File: src/rtl/irqc_pkg.sv
package irqc_pkg;
  localparam int IRQC_VEC_W = 16;
  localparam int IRQC_REG_W = 8;
  localparam logic [IRQC_VEC_W-1:0] IRQC_VEC_BASE = 16'h0003;
  localparam logic [IRQC_VEC_W-1:0] IRQC_VEC_STRIDE = 16'h0008;

  typedef enum logic [1:0] {
    LVL_NONE = 2'b00,
    LVL_LOW  = 2'b01,
    LVL_HIGH = 2'b10
  } lvl_e;
endpackage

File: src/rtl/irqc_ext_flag.sv
module irqc_ext_flag (
  input  logic clk,
  input  logic rst,
  input  logic pin_n,
  input  logic edge_sel,
  input  logic clr,
  output logic flag
);
  logic pin_q;
  logic fall;

  assign fall = pin_q & ~pin_n;

  always_ff @(posedge clk) begin
    if (rst) begin
      pin_q <= 1'b1;
      flag  <= 1'b0;
    end else begin
      pin_q <= pin_n;
      if (edge_sel) flag <= fall | (flag & ~clr);
      else          flag <= ~pin_n;
    end
  end

  // in edge mode a new flag needs a high sample followed by a low one
  a_r9_edge_needs_fall: assert property (@(posedge clk) disable iff (rst)
    (edge_sel && $past(edge_sel) && $rose(flag)) |-> ($past(pin_q) && !$past(pin_n)));
endmodule

File: src/rtl/irqc_int_flag.sv
module irqc_int_flag (
  input  logic clk,
  input  logic rst,
  input  logic evt,
  input  logic clr,
  output logic flag
);
  always_ff @(posedge clk) begin
    if (rst) flag <= 1'b0;
    else     flag <= evt | (flag & ~clr);
  end

  // a pulse always leaves the flag set, whatever the clear did
  a_r10_set_wins: assert property (@(posedge clk) disable iff (rst)
    evt |=> flag);
endmodule

File: src/rtl/irqc_arbiter.sv
module irqc_arbiter #(
  parameter int N_SRC = 5,
  localparam int IDW = (N_SRC > 1) ? $clog2(N_SRC) : 1
) (
  input  logic [N_SRC-1:0] elig,
  input  logic [N_SRC-1:0] pri,
  output logic             any,
  output logic             win_hi,
  output logic [IDW-1:0]   win_id
);
  logic [N_SRC-1:0] hi_set;
  logic [N_SRC-1:0] cand;

  always_comb begin
    hi_set = elig & pri;
    win_hi = |hi_set;
    cand   = win_hi ? hi_set : elig;
    any    = |elig;
    win_id = '0;
    for (int i = N_SRC - 1; i >= 0; i--) begin
      if (cand[i]) win_id = IDW'(i);
    end
  end
endmodule

File: src/rtl/irqc_nest.sv
module irqc_nest (
  input  logic clk,
  input  logic rst,
  input  logic take,
  input  logic take_hi,
  input  logic reti,
  output logic act_lo,
  output logic act_hi
);
  logic lo_n, hi_n;

  always_comb begin
    lo_n = act_lo;
    hi_n = act_hi;
    if (reti) begin
      if (act_hi) hi_n = 1'b0;
      else        lo_n = 1'b0;
    end
    if (take) begin
      if (take_hi) hi_n = 1'b1;
      else         lo_n = 1'b1;
    end
  end

  always_ff @(posedge clk) begin
    if (rst) begin
      act_lo <= 1'b0;
      act_hi <= 1'b0;
    end else begin
      act_lo <= lo_n;
      act_hi <= hi_n;
    end
  end

  // a low-level service ends only by a return with no high level above it
  a_r7_low_ends_last: assert property (@(posedge clk) disable iff (rst)
    $fell(act_lo) |-> ($past(reti) && !$past(act_hi)));
endmodule

File: src/rtl/irqc_top.sv
module irqc_top #(
  parameter int N_EXT   = 2,
  parameter int N_INT   = 3,
  parameter int VEC_W   = irqc_pkg::IRQC_VEC_W,
  parameter int REG_W   = irqc_pkg::IRQC_REG_W,
  parameter int GIE_BIT = 7
) (
  input  logic             clk,
  input  logic             rst,
  input  logic [N_EXT-1:0] ext_pin_n,
  input  logic [N_EXT-1:0] ext_edge_sel,
  input  logic [N_INT-1:0] int_evt,
  input  logic [REG_W-1:0] en_reg,
  input  logic [REG_W-1:0] pri_reg,
  input  logic             instr_done,
  input  logic             irq_ack,
  input  logic             reti,
  output logic             irq_req,
  output logic [VEC_W-1:0] irq_vec,
  output logic [N_EXT+N_INT-1:0] pend_flags
);
  import irqc_pkg::*;

  localparam int N_SRC = N_EXT + N_INT;
  localparam int IDW   = (N_SRC > 1) ? $clog2(N_SRC) : 1;
  localparam logic [VEC_W-1:0] VBASE   = VEC_W'(IRQC_VEC_BASE);
  localparam logic [VEC_W-1:0] VSTRIDE = VEC_W'(IRQC_VEC_STRIDE);
  localparam logic [VEC_W-1:0] VEND    = VEC_W'(IRQC_VEC_BASE + IRQC_VEC_STRIDE * N_SRC);

  logic [N_SRC-1:0] flags;
  logic [N_SRC-1:0] clr;
  logic [N_SRC-1:0] elig;
  logic             any, win_hi;
  logic [IDW-1:0]   win_id;
  logic [IDW-1:0]   req_id;
  lvl_e             req_lvl;
  logic             act_lo, act_hi;
  logic             can_take;
  logic             take;
  logic             unused_bits;

  assign unused_bits = ^{en_reg[GIE_BIT-1:N_SRC], pri_reg[REG_W-1:N_SRC]};

  // External pins sit at even indices; internal sources fill the gaps in order.
  for (genvar i = 0; i < N_SRC; i++) begin : g_src
    if ((i % 2 == 0) && (i / 2 < N_EXT)) begin : g_ext
      irqc_ext_flag u_flag (
        .clk(clk), .rst(rst), .pin_n(ext_pin_n[i/2]), .edge_sel(ext_edge_sel[i/2]),
        .clr(clr[i]), .flag(flags[i]));
    end else begin : g_int
      localparam int XI = i - (((i + 1) / 2 < N_EXT) ? (i + 1) / 2 : N_EXT);
      irqc_int_flag u_flag (
        .clk(clk), .rst(rst), .evt(int_evt[XI]), .clr(clr[i]), .flag(flags[i]));
    end
    assign clr[i] = take && (req_id == IDW'(i));
  end

  assign elig = flags & en_reg[N_SRC-1:0] & {N_SRC{en_reg[GIE_BIT]}};

  irqc_arbiter #(.N_SRC(N_SRC)) u_arb (
    .elig(elig), .pri(pri_reg[N_SRC-1:0]), .any(any), .win_hi(win_hi), .win_id(win_id));

  assign take = irq_req && irq_ack;

  irqc_nest u_nest (
    .clk(clk), .rst(rst), .take(take), .take_hi(req_lvl == LVL_HIGH), .reti(reti),
    .act_lo(act_lo), .act_hi(act_hi));

  always_comb begin
    if (!any || act_hi) can_take = 1'b0;
    else if (act_lo)    can_take = win_hi;
    else                can_take = 1'b1;
  end

  always_ff @(posedge clk) begin
    if (rst) begin
      irq_req <= 1'b0;
      irq_vec <= '0;
      req_id  <= '0;
      req_lvl <= LVL_NONE;
    end else if (irq_req) begin
      if (irq_ack) begin
        irq_req <= 1'b0;
        req_lvl <= LVL_NONE;
      end
    end else if (instr_done && can_take) begin
      irq_req <= 1'b1;
      req_id  <= win_id;
      req_lvl <= win_hi ? LVL_HIGH : LVL_LOW;
      irq_vec <= VBASE + VEC_W'(win_id) * VSTRIDE;
    end
  end

  assign pend_flags = flags;

  a_r4_req_on_boundary: assert property (@(posedge clk) disable iff (rst)
    $rose(irq_req) |-> $past(instr_done));

  a_r1_vec_legal: assert property (@(posedge clk) disable iff (rst)
    irq_req |-> ((irq_vec[2:0] == VBASE[2:0]) && (irq_vec >= VBASE) && (irq_vec < VEND)));

  a_r5_hold_until_ack: assert property (@(posedge clk) disable iff (rst)
    (irq_req && !irq_ack) |=> (irq_req && $stable(irq_vec)));

  a_r5_drop_on_ack: assert property (@(posedge clk) disable iff (rst)
    (irq_req && irq_ack) |=> !irq_req);

  a_r6_high_blocks_all: assert property (@(posedge clk) disable iff (rst)
    $rose(irq_req) |-> !$past(act_hi));
endmodule

File: config.mk
export PLATFORM = sky130hd
export DESIGN_NAME = irqc_top
export DESIGN_NICKNAME = d
export VERILOG_FILES = /design/src/rtl/irqc_pkg.sv /design/src/rtl/irqc_ext_flag.sv /design/src/rtl/irqc_int_flag.sv /design/src/rtl/irqc_arbiter.sv /design/src/rtl/irqc_nest.sv /design/src/rtl/irqc_top.sv
export SDC_FILE = /design/constraint.sdc
export NUM_CORES = 1
export LEC_CHECK = 0
export BUFFER_PORTS_ARGS = -buffer_cell sky130_fd_sc_hd__buf_4
export CORE_UTILIZATION = 48
export CTS_CLUSTER_DIAMETER = 100
export CTS_CLUSTER_SIZE = 10
export DETAILED_ROUTE_END_ITERATION = 12
export PLACE_DENSITY = 0.84
export SETUP_SLACK_MARGIN = 0.05
export SLEW_MARGIN = 20
export SYNTH_ARGS = -nofsm -noshare
export SYNTH_HDL_FRONTEND = slang
export SYNTH_HIERARCHICAL = 1
export SYNTH_SLANG_ARGS = --single-unit
File: constraint.sdc
create_clock -name clk -period 3.15 [get_ports clk]
set_input_delay 0.63 -clock clk [delete_from_list [all_inputs] [get_ports clk]]
set_output_delay 0.63 -clock clk [all_outputs]
set_load 0.02 [all_outputs]
==> impl_metrics.yaml <==
placed_design:
  dp.cells: 164
  gp_congestion: 0.7378
  place_area_sq_um: 1220
  port_buffers: 33
  dp_hpwl_microns: 1575
sta:
  min_period_over_period_pct: 67.00
  whs_ns: 0.4679
  setup_viol: 0
  skew_ns: 0.01194
  finalSetupTns_ns: 0
  finalHoldViolations: 0
  worst_pin_slew_ns: 0.6267
  slew_headroom_pct: 58.22
  max_freq_mhz: 473.8
  maxSlewViolCount: 0
  fin_crit_ns: 2.111
  grt_setup_unrepaired: "false"
run_status:
  outcome: "finished, final reports clean"
grt:
  grt.overflow.total: 0
  grt_pass1_wl_microns: 3194
  antenna_found_initial: 0
  grt_max_degree: 23
  first_global_vias: 756
  grt_usage_pct: 20.63
die:
  io_pins: 50
  core-area_sq_um: 1962
  die_w_microns: 47.52
  start_util_pct: 50.70
  core.rowCount: 16
  die_h_microns: 47.52
  die_area_sq_um: 2258
clock_network:
  postCtsHoldBufs: 0
  cts_buffers: 3
  cts_buffer_depth: 2
  cts_tree: "built"
  clk_pin_slew_ns: 0.11
  htreeDepth: 1
  clock_sinks: 16
  post_cts_buffers: 0
  cts-root-buf: "clkbuf_4"
  clk_latency_ns: 0.30
  cts.repair.resized: 0
synthesis:
  ys_types: 34
  ys.flop_type: "dfxtp_1"
  ys_ff_latch: 16
  synth_edf_count: 0
  yosysTopAreaCell: "dfxtp_1"
  syn_avg_cell_area_sq_um: 9.296
  synthesis.instances: 107
  synth_top_area_share_pct: 32.20
  ys_top_cells_by_area: "dfxtp_1, buf_4, nand2b_1"
  ys.warnings.count: 6
  async_flop_share_pct: 0
  seq_area_frac_synth_pct: 32.20
  synthesis.area_sq_um: 994.7
final_layout:
  fill_cells: 183
  multiInputGateArea_sq_um: 591.8
  nets: 170
  antenna_cells: 0
  fin_util_pct: 64.03
  drive_gt1_share_pct: 36.88
  seq_area_sq_um: 320.3
  stdcell_area_sq_um: 1256
  syn2layout_area_growth_pct: 26.29
  stdcell_count: 168
route:
  wl_microns: 2053
  wire_per_inst_microns: 12.22
  drc_errors: 0
  firstDrtPassIters: 4
  drt_iter0_markers: 28
  vias: 864
  ant_nets: 0
  detail_route.vias_per_cell: 5.143
hold_path:
  hold_class: "reg -> reg"
flow_run:
  cap_violations: 0
pwr:
  power_density_nw_per_um2: 380.7
  ir_worst_vdd_mv: 0.2474
  cellLeakagePower_nw: 0.5818
critical_path:
  required_ns: 3.35
  worstPathArrival_ns: 2.31
  max_stage_delay_ns: 0.58
  critical_path_class: "in -> reg"
  cp_slowest_cell: "a2111oi_4"
  critPathMaxFanout: 7
  crit_buf_inv: 3
  start_kind: "input port"
  crit_family: "compound AO/OA/AOI/OAI gates"
  path_cells: "buf_4 > and3_1 > a22o_4 > nor3b_4 > inv_1 > inv_2 > a2111oi_4 > mux2_4"
  crit_path_end_kind: "register"
cells in the mapped netlist (3+ instances only):
library cell and n:
nor2b_1 5, dfxtp_1 16, nand2_1 4, nor2_1 4, inv_1 6, a21oi_1 3
nand2b_1 12, nor4b_1 3, mux2i_1 4, buf_4 12, a21oi_2 3, and3_1 5
power breakdown:
group          leakage (nW)  internal (W)  switching (W)  total, W
Clock                0.0210     0.0000704      0.0000710  0.000141
Sequential            0.132      0.000213     0.00000925  0.000223
Combinational         0.429     0.0000558      0.0000585  0.000114
Total                 0.582      0.000339       0.000139  0.000478
worst paths after layout:
| check | slack, ns | depth (start not counted) | from | endpoint |
|---|---|---|---|---|
| hold / removal | 0.47 | 2 | g_src[0].g_ext.u_flag/pin_q | g_src[0].g_ext.u_flag/flag |
| hold reg to reg | 0.47 | 2 | g_src[0].g_ext.u_flag/pin_q | g_src[0].g_ext.u_flag/flag |
| setup reg to reg | 1.08 | 7 | g_src[2].g_ext.u_flag/flag | req_lvl[0] |
| setup / recovery | 1.04 | 8 | en_reg[7] | req_lvl[0] |
sequential cells by signal, indices dropped and copies added (netlist names):
name and cells:
req_id 2, irq_vec 2, req_lvl 2, u_nest/act_hi 1, g_src.g_ext.u_flag/pin_q 2, u_nest/act_lo 1
g_src.g_int.u_flag/flag 3, irq_req 1, g_src.g_ext.u_flag/flag 2
logic make-up (layout without fill, tap and decap cells):
| group | count (synthesis) | after routing | share of synthesized area (%) |
|---|---|---|---|
| and+or+nand+nor | 46 | 46 | 31.19 |
| AOI/OAI and AO/OA | 19 | 19 | 18.62 |
| muxes | 5 | 5 | 5.534 |
| buffers and inverters | 20 | 44 | 12.07 |
| other | 1 | 11 | 0.3770 |
| DFF | 16 | 16 | 32.20 |
layer usage:
metal  vias up  wire length (microns)  track usage [%]  part of all wire [%]
li1        417                      -                -                     -
met1       402                    901            24.14                    44
met2        43                   1009            36.16                    49
met3         2                    130            5.283                   6.3
met4         0                     12            7.429                  0.58
met5         -                      0                0                     0
through the flow:
step                       power, W  setup WS (ns)
after floorplan           0.0003063         0.9909
after global placement    0.0003383         0.7482
after detailed placement  0.0003410         0.7246
after CTS                 0.0004811          1.047
after global routing      0.0005016         0.9683
final                     0.0004782          1.039
layout by cell type (no fill, tap or decap), types with 2 or more instances in the layout:
master | synthesis | layout
a21oi_1 | 3 | 3
a21oi_2 | 3 | 3
a22o_4 | 2 | 2
and3_1 | 5 | 5
buf_4 | 12 | 33
clkbuf_4 | 0 | 3
conb_1 | 1 | 11
dfxtp_1 | 16 | 16
inv_1 | 6 | 6
mux2i_1 | 4 | 4
nand2_1 | 4 | 4
nand2b_1 | 12 | 12
nand4bb_1 | 2 | 2
nor2_1 | 4 | 4
nor2b_1 | 5 | 5
nor3b_1 | 2 | 2
nor4_1 | 2 | 2
nor4b_1 | 3 | 3
o21ai_0 | 2 | 2
o21ai_2 | 2 | 2
o21ba_2 | 2 | 2
or2_4 | 2 | 2
worst register-to-register path, delay by kind of cell (launching register included):
kind                   cells  cell delay [ns]
AOI/OAI and AO/OA          2             0.78
DFF                        1             0.38
muxes                      1             0.35
and+or+nand+nor            2             0.33
buffers and inverters      2             0.14
area by class of cell:
type | count | share of cell area [%]
well taps | 27 | 2.689
multi-input cells | 81 | 47.11
clock buffers | 4 | 2.888
inverters | 7 | 2.092
repair buffers | 33 | 19.72
flip-flops and latches | 16 | 25.50
No activity file was read; power rests on OpenSTA's default activity.
